[config.mk]
export PLATFORM = sky130hd
export DESIGN_NAME = gate_cmp_timer
export DESIGN_NICKNAME = d
export VERILOG_FILES = /design/src/rtl/gct_pkg.sv /design/src/rtl/gct_ctrl.sv /design/src/rtl/gct_datapath.sv /design/src/rtl/gate_cmp_timer.sv
export SDC_FILE = /design/constraint.sdc
export NUM_CORES = 1
export LEC_CHECK = 0
export BUFFER_PORTS_ARGS = -buffer_cell sky130_fd_sc_hd__buf_2
export CAP_MARGIN = 25
export CORE_AREA = 5 5 83 85
export DETAILED_ROUTE_END_ITERATION = 10
export DIE_AREA = 0 0 88 90
export GPL_TIMING_DRIVEN = 0
export PLACE_DENSITY_LB_ADDON = 0.1
export RECOVER_POWER = 50
export SYNTH_ARGS = -nofsm -noshare
export SYNTH_HDL_FRONTEND = slang
export SYNTH_HIERARCHICAL = 1
export SYNTH_SLANG_ARGS = --single-unit
export TNS_END_PERCENT = 5
[constraint.sdc]
create_clock -name clk -period 2.6 [get_ports clk]
set_input_delay 0.39 -clock clk [delete_from_list [all_inputs] [get_ports clk]]
set_output_delay 0.39 -clock clk [all_outputs]
set_load 0.005 [all_outputs]
[src/rtl/gct_pkg.sv]
package gct_pkg;

  // Control word field positions
  localparam int CTL_EN     = 0;
  localparam int CTL_MODE   = 1;
  localparam int CTL_PS_LSB = 2;
  localparam int CTL_PS_W   = 3;
  localparam int CTL_POL    = 5;
  localparam int CTL_INIT   = 6;
  localparam int CTL_W      = 7;

  // Register addresses
  localparam logic [1:0] ADDR_CTL = 2'd0;
  localparam logic [1:0] ADDR_CNT = 2'd1;
  localparam logic [1:0] ADDR_RLD = 2'd2;

  // Strobes from control to datapath
  typedef struct packed {
    logic tick;      // one count step this cycle
    logic gateFall;  // gate left its active level (gated mode only)
  } gctStrobe_t;

endpackage

[src/rtl/gct_ctrl.sv]
module gct_ctrl
  import gct_pkg::*;
#(
  parameter int PS_W        = 3,
  parameter int SYNC_STAGES = 2
) (
  input  logic            clk,
  input  logic            rstN,
  input  logic            enable,
  input  logic            gatedMode,
  input  logic [PS_W-1:0] psSel,
  input  logic            gatePol,
  input  logic            timerIn,
  output gctStrobe_t      strobe
);

  localparam int DIV_MAX_W = (1 << PS_W) - 1;

  logic [SYNC_STAGES-1:0] syncChain;
  logic                   gateActive;
  logic                   gateQual;
  logic                   advance;
  logic [DIV_MAX_W-1:0]   psCnt;
  logic [DIV_MAX_W-1:0]   divLimit;

  // Input synchronizer
  generate
    if (SYNC_STAGES == 1) begin : g_sync1
      always_ff @(posedge clk or negedge rstN) begin
        if (!rstN) syncChain <= '0;
        else       syncChain <= timerIn;
      end
    end else begin : g_syncN
      always_ff @(posedge clk or negedge rstN) begin
        if (!rstN) syncChain <= '0;
        else       syncChain <= {syncChain[SYNC_STAGES-2:0], timerIn};
      end
    end
  endgenerate

  assign gateActive = (syncChain[SYNC_STAGES-1] == gatePol);

  // Counting qualifier lags the level one cycle so the last counted
  // cycle is the cycle in which the fall is flagged.
  always_ff @(posedge clk or negedge rstN) begin
    if (!rstN) gateQual <= 1'b0;
    else       gateQual <= gateActive;
  end

  assign advance  = enable && (!gatedMode || gateQual);
  assign divLimit = DIV_MAX_W'((32'd1 << psSel) - 32'd1);

  always_ff @(posedge clk or negedge rstN) begin
    if (!rstN)                 psCnt <= '0;
    else if (!enable)          psCnt <= '0;
    else if (advance) begin
      if (psCnt == divLimit)   psCnt <= '0;
      else                     psCnt <= psCnt + 1'b1;
    end
  end

  assign strobe.tick     = advance && (psCnt == divLimit);
  assign strobe.gateFall = enable && gatedMode && gateQual && !gateActive;

  // a disabled timer leaves its prescaler at zero
  assert_ps_clear_R5: assert property (@(posedge clk) disable iff (!rstN)
    !enable |=> (psCnt == '0));

  // gated and idle means the prescaler does not move
  assert_gate_idle_R7: assert property (@(posedge clk) disable iff (!rstN)
    (enable && gatedMode && !gateQual) |=> $stable(psCnt));

endmodule

[src/rtl/gct_datapath.sv]
module gct_datapath
  import gct_pkg::*;
#(
  parameter int CNT_W = 16
) (
  input  logic             clk,
  input  logic             rstN,
  input  logic             wrEn,
  input  logic [1:0]       wrAddr,
  input  logic [CNT_W-1:0] wrData,
  input  gctStrobe_t       strobe,
  output logic [CTL_W-1:0] ctlReg,
  output logic [CNT_W-1:0] countVal,
  output logic [CNT_W-1:0] reloadVal,
  output logic             timerOut,
  output logic             irq
);

  localparam logic [CNT_W-1:0] RESTART = CNT_W'(1);

  logic ctlWrite, cntWrite, rldWrite;
  logic hit, reloadEv;

  assign ctlWrite = wrEn && (wrAddr == ADDR_CTL);
  assign cntWrite = wrEn && (wrAddr == ADDR_CNT);
  assign rldWrite = wrEn && (wrAddr == ADDR_RLD);

  assign hit      = (countVal == reloadVal);
  assign reloadEv = strobe.tick && hit;

  always_ff @(posedge clk or negedge rstN) begin
    if (!rstN)         ctlReg <= '0;
    else if (ctlWrite) ctlReg <= wrData[CTL_W-1:0];
  end

  always_ff @(posedge clk or negedge rstN) begin
    if (!rstN)         reloadVal <= '0;
    else if (rldWrite) reloadVal <= wrData;
  end

  always_ff @(posedge clk or negedge rstN) begin
    if (!rstN)              countVal <= '0;
    else if (cntWrite)      countVal <= wrData;
    else if (reloadEv)      countVal <= RESTART;
    else if (strobe.tick)   countVal <= countVal + 1'b1;
  end

  always_ff @(posedge clk or negedge rstN) begin
    if (!rstN)                             timerOut <= 1'b0;
    else if (ctlWrite && !wrData[CTL_EN])  timerOut <= wrData[CTL_INIT];
    else if (reloadEv)                     timerOut <= !timerOut;
  end

  // One pulse even when both causes land together
  always_ff @(posedge clk or negedge rstN) begin
    if (!rstN) irq <= 1'b0;
    else       irq <= reloadEv || strobe.gateFall;
  end

  assert_restart_one_R4: assert property (@(posedge clk) disable iff (!rstN)
    (strobe.tick && hit && !cntWrite) |=> (countVal == RESTART));

  assert_out_steady_R4: assert property (@(posedge clk) disable iff (!rstN)
    (!ctlWrite && !(strobe.tick && hit)) |=> $stable(timerOut));

  assert_init_level_R6: assert property (@(posedge clk) disable iff (!rstN)
    (ctlWrite && !wrData[CTL_EN]) |=> (timerOut == $past(wrData[CTL_INIT])));

  assert_hold_disabled_R5: assert property (@(posedge clk) disable iff (!rstN)
    (!ctlReg[CTL_EN] && !cntWrite) |=> $stable(countVal));

endmodule

[src/rtl/gate_cmp_timer.sv]
module gate_cmp_timer
  import gct_pkg::*;
#(
  parameter int CNT_W       = 16,
  parameter int SYNC_STAGES = 2
) (
  input  logic             clk,
  input  logic             rstN,
  input  logic             wrEn,
  input  logic [1:0]       wrAddr,
  input  logic [CNT_W-1:0] wrData,
  input  logic [1:0]       rdAddr,
  output logic [CNT_W-1:0] rdData,
  input  logic             timerIn,
  output logic             timerOut,
  output logic             irq
);

  gctStrobe_t       strobe;
  logic [CTL_W-1:0] ctlReg;
  logic [CNT_W-1:0] countVal;
  logic [CNT_W-1:0] reloadVal;

  gct_ctrl #(
    .PS_W        (CTL_PS_W),
    .SYNC_STAGES (SYNC_STAGES)
  ) i_ctrl (
    .clk       (clk),
    .rstN      (rstN),
    .enable    (ctlReg[CTL_EN]),
    .gatedMode (ctlReg[CTL_MODE]),
    .psSel     (ctlReg[CTL_PS_LSB +: CTL_PS_W]),
    .gatePol   (ctlReg[CTL_POL]),
    .timerIn   (timerIn),
    .strobe    (strobe)
  );

  gct_datapath #(
    .CNT_W (CNT_W)
  ) i_datapath (
    .clk       (clk),
    .rstN      (rstN),
    .wrEn      (wrEn),
    .wrAddr    (wrAddr),
    .wrData    (wrData),
    .strobe    (strobe),
    .ctlReg    (ctlReg),
    .countVal  (countVal),
    .reloadVal (reloadVal),
    .timerOut  (timerOut),
    .irq       (irq)
  );

  always_comb begin
    case (rdAddr)
      ADDR_CTL: rdData = CNT_W'(ctlReg);
      ADDR_CNT: rdData = countVal;
      ADDR_RLD: rdData = reloadVal;
      default:  rdData = '0;
    endcase
  end

endmodule

==> qor.txt, run 1 <==
CTS Buf Count - 5
GP Congestion - 0.806
hold_sp - timerIn
top-area cell type share of the netlist area - 0.417
fraction of registers with async set/reset - 1.00
Via density - 5.69
Layout area overhead - 21.6%
Pleak - 1.61 nW
drt drc - 0
Clock Skew - 9.47 ps
Ant. Diodes - 0
maxcap violations - 0
Clock transition at path regs - 100 ps
Initial Util - 0.499
Detailed Place HPWL - 5.36 mm
1st-pass router iterations - 4
Main synth FF type - dfrtp_1
Max Fclk - 399 MHz
synth cell count leaders - 51 x dfrtp_1, 26 x nand2_1, 23 x mux2_2
Worst Hold Class - in2reg
Tmin final - 2510 ps
WL final - 7.78 mm
Worst Setup SP - i_datapath/ctlReg[4]$_DFFE_PN0N_
hold buffer count at cts - 0
count of input and output buffers - 39
clk buf depth - 2
YS warnings - 6
Syn Nets - 311
1st-iter DRT viols - 158
die area - 0.00792 mm2
post-synth top area cell - dfrtp_1
Worst VDD drop - 416 uV
Rel. slew slack - 0.133
Seq/Total Area, Yosys - 0.417
CP Class - reg2reg
Filler Cell Count - 519
Post-synth EDFFs - 0
Netlist cell types - 56
Core ar. - 0.00613 mm2
Avg Cell Area, Syn - 10.7 um2
CP max FO - 7
GRT overflow - 0
vias in the first global route - 2412
DIE HEIGHT - 90 um
layout cells sized above 1 - 0.364
Cells after Synth - 285
TritonCTS clock tree - yes
most common cell in the synthesized netlist - dfrtp_1
Root Buffer Master - clkbuf_8
post-route ant nets - 0
CP endpoint kind - flip-flop
largest net degree at the start of global routing - 29
Final Setup Violations - 0
pwr dens - 698 mW/mm2
Tcrit/Tclk final - 0.965
Min Hold Slack - 177 ps
CP startpoint kind - flip-flop
post-synthesis register bit count - 51
clock sink total - 51
Worst R2R Start - i_datapath/ctlReg[4]$_DFFE_PN0N_
Slew Limit Fails - 0
DR vias - 2424
Post-Syn Area - 0.00306 mm2
number of I/O pins - 42
clk_lat worst skew - 310 ps
Overall Global Routing Usage - 0.205
WL per Instance - 18.3 um
Fin. Hold Viols - 0
top cells by area, synth - dfrtp_1 42%, mux2_2 8.5%, xor2_1 5.4%
row count - 29
H-tree depth - 2
Die X - 88 um
status - completed
first-pass GRT wire length - 12.8 mm
Sum Neg Setup Slack - 0 ps
CP arrival - 2730 ps
Worst Path Required - 2820 ps
antenna violations before repair - 0
Nets - 374
Slew @ Worst Pin - 1300 ps
==> per-layer routing <==
| layer | share of wire | global-route usage | vias to the layer above | wire length, um |
|---|---|---|---|---|
| met2 | 0.44 | 0.295 | 53 | 3440 |
| met4 | 0.016 | 0.0512 | 0 | 123 |
| met3 | 0.038 | 0.0366 | 9 | 297 |
| li1 | - | - | 1179 | - |
| met1 | 0.50 | 0.314 | 1183 | 3920 |
| met5 | 0 | 0 | - | 0 |
==> path summary, 6_finish.rpt <==
| check | endpoint | slack (ps) | cells past startpoint |
|---|---|---|---|
| max | i_datapath/countVal[9]$_DFFE_PN0P_ | 90 | 11 |
| min | i_ctrl/syncChain[0]$_DFF_PN0_ | 180 | 1 |
| max reg2reg | i_datapath/countVal[9]$_DFFE_PN0P_ | 90 | 11 |
| min reg2reg | i_ctrl/syncChain[1]$_DFF_PN0_ | 360 | 0 |
| max in group asynchronous | i_datapath/countVal[10]$_DFFE_PN0P_ | 890 | 2 |
| min in group asynchronous | i_ctrl/psCnt[1]$_DFFE_PN0P_ | 330 | 1 |
==> worst max-delay path, cell delays in order, from the launching register on <==
cell and delay, ps:
dfrtp_1 420, buf_6 130, buf_6 120, xnor2_2 130, a32oi_2 260, o311ai_4 150, nor4b_2 260, buf_4 200
o2111a_2 250, and4_4 250, xnor2_2 60, o31ai_2 170
==> metrics by stage <==
step / instance area (um2) / utilization / total power [mW] / cells / worst slack [ps]
detailed placement: 3370 / 0.549 / 1.83 / 402 / -388
floorplan: 3060 / - / 1.60 / 285 / 19.3
CTS: 3650 / 0.596 / 2.55 / 424 / 0.806
global route: 3720 / 0.606 / 2.75 / 426 / -47.5
finish: 3720 / 0.606 / 2.59 / 426 / 92.2
global placement: 3350 / 0.546 / 1.81 / 401 / -323
==> cell type report <==
| type | instances | area (um2) | area share |
|---|---|---|---|
| buffer | 15 | 123 | 0.0330 |
| clock buffer | 6 | 72.6 | 0.0195 |
| clock inverter | 2 | 60.1 | 0.0162 |
| inverter | 5 | 18.8 | 0.00505 |
| multi-input combinational | 213 | 1740 | 0.468 |
| sequential | 51 | 1280 | 0.344 |
| tap | 77 | 96.3 | 0.0259 |
| timing repair buffer | 57 | 327 | 0.0878 |
==> repair_timing <==
action                                  CTS  global route
buffers inserted                         14             2
endpoints found under the setup margin   18            18
gates cloned                              1             0
pin swaps                                 9             5
hold endpoints to repair                  0             0
resized for setup                        17            16
==> cells in the final DEF (no fill, tap or decap), types with 6 or more instances in the layout <==
master      n
a22o_1     10
buf_6       9
nor2_1      7
nand3_1    10
xor2_1     19
nor3b_1     6
dfrtp_1    48
nand2_1    25
o31ai_1    11
buf_4      16
xnor2_1    14
mux2i_1     7
o2bb2ai_1   7
buf_2      40
clkbuf_1    6
mux2_2     23
==> cells by family after synthesis <==
| kind of cell | Yosys count | share of synthesized area |
|---|---|---|
| buf+inv | 21 | 0.0475 |
| xor+xnor | 35 | 0.100 |
| flops | 51 | 0.417 |
| simple gates | 82 | 0.156 |
| mux | 30 | 0.108 |
| compound gates | 64 | 0.163 |
| fa+ha+maj | 2 | 0.00818 |
==> sequential cells by signal, indices dropped and copies added, names as in the netlist <==
register / cells
i_datapath/countVal: 16
i_datapath/ctlReg: 7
i_ctrl/syncChain: 2
i_datapath/reloadVal: 16
i_ctrl/psCnt: 7
i_datapath/irq: 1
i_datapath/timerOut: 1
i_ctrl/gateQual: 1
==> power breakdown <==
| part | switching (mW) | internal [mW] |
|---|---|---|
| sequential | 0.193 | 0.939 |
| clock | 0.272 | 0.385 |
| combinational | 0.393 | 0.412 |
| total | 0.858 | 1.74 |
No activity file was read; power rests on OpenSTA's default activity.
==> run 2, diff against run 1 <==
- CORE_AREA: 5 5 83 85 -> 5 5 69 102
- DIE_AREA: 0 0 88 90 -> 0 0 74 107
- SKIP_LAST_GASP: default -> 1
==> run 2 against run 1 <==
Compared with the run above: sequential share of layout area rose by 1.6 points; die area hardly changed; clock power fell by 30%; largest power group unchanged.
==> qor.txt, run 2 (synthesis results as in run 1) <==
CP arrival - 2790 ps
Buf/Inv on CP - 2
antenna violations before repair - 0
CP Class - reg2reg
final instance area - 0.00355 mm2
Initial Util - 0.502
Min Hold Slack - 198 ps
clk buf depth - 2
crit-path max cell delay - 420 ps
drt drc - 0
largest registers - i_datapath/countVal x16, i_datapath/reloadVal x16
Rel. slew slack - 0.335
Fin. Hold Viols - 0
H-tree depth - 2
PnR Total Power - 2.33 mW
Comb power frac - 0.319
Tcrit/Tclk final - 0.995
commonest non-fill, non-tap cell in the layout - dfrtp_1
Layout area overhead - 16.2%
Core ar. - 0.00609 mm2
CP startpoint kind - flip-flop
GRT overflow - 0
status - completed
DIE HEIGHT - 107 um
clock share of power - 0.198
Seq pwr share - 0.482
WL met1 - 2.91 mm
TritonCTS clock tree - yes
Root Buffer Master - clkbuf_8
WL per Instance - 18.7 um
commonest non-fill, non-tap cells in the layout - 48 x dfrtp_1, 39 x buf_2, 25 x nand2_1, 23 x mux2_2, 19 x xor2_1
Overall Global Routing Usage - 0.205
Worst VDD drop - 404 uV
clock sink total - 51
Final Setup Violations - 0
maxcap violations - 0
Sw Share - 0.347
Tmin final - 2590 ps
number of I/O pins - 42
Nets - 368
Setup WS post-layout - 13.6 ps
1st-iter DRT viols - 60
vias in the first global route - 2541
internal power - 1.52 mW
1st-pass router iterations - 4
row count - 35
Slew Limit Fails - 0
post-route ant nets - 0
pwr dens - 657 mW/mm2
clk_lat worst skew - 300 ps
DR vias - 2452
Via density - 5.89
Ant. Diodes - 0
CTS Buf Count - 5
Top Metal Used - met4
GP Congestion - 0.856
Detailed Place HPWL - 5.74 mm
WL met3 - 244 um
CP endpoint kind - flip-flop
Psw - 810 uW
Die X - 74 um
dpl ws - -335 ps
Slew @ Worst Pin - 997 ps
first-pass GRT wire length - 12.5 mm
WL final - 7.77 mm
Clock transition at path regs - 90 ps
Clock Skew - 7.87 ps
Worst Hold Class - in2reg
Placed Area - 0.00337 mm2
CP max FO - 9
layout cells sized above 1 - 0.322
die area - 0.00792 mm2
Max Fclk - 387 MHz
Critical-path top delay cell - or4_4
Pleak - 1.54 nW
crit-path cells - clkbuf_8 -> or4_4 -> o22ai_2 -> a21oi_2 -> nor4b_2 -> buf_4 -> o2111a_2 -> and4_4 -> xnor2_1 -> o31ai_1
count of input and output buffers - 39
Crit path max-delay family - simple AND/OR/NAND/NOR gates
largest net degree at the start of global routing - 34
DR WL met2 - 4.42 mm
RSZ-0062 raised after global routing - true
Worst Path Required - 2800 ps
==> run 2: metrics by stage <==
step / std cells / util / TNS, ps
after global routing: 416 / 0.584 / -380
after detailed placement: 399 / 0.553 / -3510
after global placement: 398 / 0.550 / -3240
final: 416 / 0.584 / 0
after CTS: 415 / 0.584 / 0
after floorplan: 285 / - / 0
==> run 2: timing repair <==
| action | 4_1_cts | 5_1_grt |
|---|---|---|
| resized for setup | 15 | 5 |
| pin swaps | 5 | 2 |
| endpoints found under the setup margin | 18 | 17 |
| hold buffers | 0 | 0 |
| gates cloned | 1 | 0 |
| buffers inserted | 9 | 1 |
==> run 2: worst register-to-register path: cells and delay by family, from the launching register on <==
family	cells	cell delay, ps
AO/OA/AOI/OAI	4	770
XOR/XNOR	1	70
buffers and inverters	2	360
flip-flops	1	400
AND/OR/NAND/NOR	3	900
==> run 2: routing by layer <==
layer,GRT usage,vias up
met5,0,-
met4,0.0738,0
met3,0.0291,15
met2,0.386,57
met1,0.224,1220
li1,-,1160
==> run 2: layout make-up <==
cell class | count | area (um2)
clock buffer | 6 | 82.6
timing repair buffer | 51 | 280
fill | 570 | 2530
multi-input combinational | 213 | 1670
clock inverter | 1 | 5.00
tap | 74 | 92.6
inverter | 5 | 18.8
sequential | 51 | 1280
buffer | 15 | 125
==> run 2: worst paths after layout <==
path	start	endpoint	slack, ps	cells past startpoint
worst min register to register	i_ctrl/syncChain[0]$_DFF_PN0_	i_ctrl/syncChain[1]$_DFF_PN0_	350	0
min in group asynchronous	rstN	i_datapath/reloadVal[5]$_DFFE_PN0P_	230	1
worst max register to register	i_datapath/ctlReg[3]$_DFFE_PN0N_	i_datapath/countVal[9]$_DFFE_PN0P_	10	10
worst max-delay path	i_datapath/ctlReg[3]$_DFFE_PN0N_	i_datapath/countVal[9]$_DFFE_PN0P_	10	10
max in group asynchronous	rstN	i_datapath/ctlReg[2]$_DFFE_PN0N_	930	2
worst min-delay path	timerIn	i_ctrl/syncChain[0]$_DFF_PN0_	200	1
==> run 2: power groups by stage <==
stage | clock network [mW] | registers, mW | logic [mW]
after floorplan | 0 | 1.09 | 0.504
final | 0.463 | 1.13 | 0.746
after detailed placement | 0 | 1.14 | 0.692
after global routing | 0.511 | 1.15 | 0.814
after CTS | 0.480 | 1.12 | 0.750
after global placement | 0 | 1.14 | 0.672
==> run 3, diff against run 2 <==
==> constraint.sdc (replaced) <==
create_clock -name clk -period 2.6 [get_ports clk]
set_input_delay 0.13 -clock clk [delete_from_list [all_inputs] [get_ports clk]]
set_output_delay 0.13 -clock clk [all_outputs]
set_load 0.005 [all_outputs]
==> run 3 against run 2 <==
Compared with the run above: count of clock-buffer cells in the layout stayed put; power is essentially flat; sequential power barely moved; worst hold slack got worse by 150 ps; cell count increased by 0.48%; via count is 0.45% higher; highest routed layer unchanged.
==> qor.txt, run 3 (synthesis results as in run 1) <==
clock sink total - 51
Crit path max-delay family - simple AND/OR/NAND/NOR gates
Final Setup Violations - 0
commonest non-fill, non-tap cells in the layout - 48 x dfrtp_1, 38 x buf_2, 25 x nand2_1, 23 x mux2_2, 19 x xor2_1
Pleak - 1.54 nW
clock share of power - 0.198
grt met1 use - 0.224
Tmin final - 2590 ps
number of I/O pins - 42
Reg2Reg Depth - 10
DIE HEIGHT - 107 um
post-route ant nets - 0
WL per Instance - 18.5 um
Tcrit/Tclk final - 0.995
GP Congestion - 0.856
pwr dens - 653 mW/mm2
Placed Area - 0.00337 mm2
WL final - 7.73 mm
fin util - 0.587
H-tree depth - 2
vias in the first global route - 2547
largest registers - i_datapath/countVal x16, i_datapath/reloadVal x16
1st-pass router iterations - 4
met2 Usage GRT - 0.386
multi-input logic area - 0.00167 mm2
Rel. slew slack - 0.330
DR vias - 2463
Worst Hold Class - in2reg
Die X - 74 um
register area - 0.00128 mm2
FF-to-FF End - i_datapath/countVal[9]$_DFFE_PN0P_
Critical-path top delay cell - or4_4
Via density - 5.89
internal power - 1.53 mW
Slew Limit Fails - 0
met3 global-route usage - 0.0291
Clock transition at path regs - 90 ps
clk buf depth - 2
CP startpoint kind - flip-flop
CP max FO - 9
CP arrival - 2790 ps
Filler Cell Count - 564
Overall Global Routing Usage - 0.205
Slew @ Worst Pin - 1010 ps
Sw Share - 0.346
row count - 35
Buf/Inv on CP - 2
antenna violations before repair - 0
Ant. Diodes - 0
Seq pwr share - 0.483
1st-iter DRT viols - 74
count of input and output buffers - 39
drt drc - 0
status - completed
commonest non-fill, non-tap cell in the layout - dfrtp_1
TritonCTS clock tree - yes
layer with the highest usage - met2
crit-path max cell delay - 420 ps
GRT overflow - 0
Fin. Hold Viols - 0
Comb power frac - 0.320
Nets - 370
Clock Skew - 7.79 ps
CTS Buf Count - 5
clk_lat worst skew - 300 ps
hold_sp - wrData[7]
Hold Path Sink - i_datapath/countVal[7]$_DFFE_PN0P_
Layout area overhead - 16.9%
Core ar. - 0.00609 mm2
CP endpoint kind - flip-flop
layout cells sized above 1 - 0.317
Psw - 808 uW
first-pass GRT wire length - 12.5 mm
largest net degree at the start of global routing - 34
PnR Total Power - 2.33 mW
crit-path cells - clkbuf_8 -> or4_4 -> o22ai_2 -> a21oi_2 -> nor4b_2 -> buf_4 -> o2111a_2 -> and4_4 -> xnor2_1 -> o31ai_1
final instance area - 0.00357 mm2
Detailed Place HPWL - 5.74 mm
Initial Util - 0.502
Worst R2R Start - i_datapath/ctlReg[3]$_DFFE_PN0N_
CP Class - reg2reg
Worst VDD drop - 403 uV
maxcap violations - 0
Worst Path Required - 2800 ps
Root Buffer Master - clkbuf_8
hold path cells - 3
internal reg-to-reg setup slack - 10 ps
die area - 0.00792 mm2
Max Fclk - 387 MHz
RSZ-0062 raised after global routing - true
[run 3: cell type report]
cell class	instances	area share
Buffer	15	0.0350
Clock buffer	6	0.0231
Clock inverter	1	0.00140
Inverter	5	0.00525
Multi-Input combinational cell	213	0.467
Sequential cell	51	0.358
Tap cell	74	0.0259
Timing Repair Buffer	53	0.0837
[run 3: routing by layer]
layer / share of wire / up-vias
met1: 0.38 / 1232
met2: 0.57 / 52
met5: 0 / -
li1: - / 1166
met4: 0.021 / 0
met3: 0.026 / 13
[run 3: worst max-delay path by stage]
stage                                          end  cells past startpoint                              from
6_report        i_datapath/countVal[9]$_DFFE_PN0P_                     10  i_datapath/ctlReg[3]$_DFFE_PN0N_
5_1_grt        i_datapath/countVal[12]$_DFFE_PN0P_                     10  i_datapath/ctlReg[3]$_DFFE_PN0N_
4_1_cts         i_datapath/countVal[9]$_DFFE_PN0P_                     10  i_datapath/ctlReg[3]$_DFFE_PN0N_
3_5_place_dp    i_datapath/countVal[8]$_DFFE_PN0P_                     11  i_datapath/ctlReg[4]$_DFFE_PN0N_
3_3_place_gp    i_datapath/countVal[8]$_DFFE_PN0P_                     11  i_datapath/ctlReg[4]$_DFFE_PN0N_
2_1_floorplan  i_datapath/countVal[10]$_DFFE_PN0P_                     11  i_datapath/ctlReg[4]$_DFFE_PN0N_
[run 3: worst register-to-register path, stage by stage, from the launching register on]
cell	delay [ps]
dfrtp_1	400
clkbuf_8	160
or4_4	420
o22ai_2	200
a21oi_2	60
nor4b_2	250
buf_4	200
o2111a_2	230
and4_4	230
xnor2_1	70
o31ai_1	280
[run 3: metrics by stage]
stage	TNS (ps)	hold WS (ps)	setup WS [ps]	std cells
6_report	0	45.0	13.4	418
5_1_grt	-380	33.3	-86.4	418
4_1_cts	0	37.4	6.97	417
3_5_place_dp	-3510	101	-335	399
3_3_place_gp	-3240	239	-311	398
2_1_floorplan	0	-166	19.3	285
[run 3: repair_timing]
item	in CTS	in global routing
buffers inserted	9	1
pin swaps	5	2
setup endpoints to repair	18	17
hold endpoints to repair	19	0
cloned	1	0
resized for setup	15	5
hold buffers	2	0
[run 3: power groups by stage]
stage | sequential, mW | combinational, mW | clock, mW
6_report | 1.13 | 0.746 | 0.462
5_1_grt | 1.15 | 0.816 | 0.511
4_1_cts | 1.12 | 0.752 | 0.480
3_5_place_dp | 1.14 | 0.692 | 0
3_3_place_gp | 1.14 | 0.672 | 0
2_1_floorplan | 1.09 | 0.504 | 0
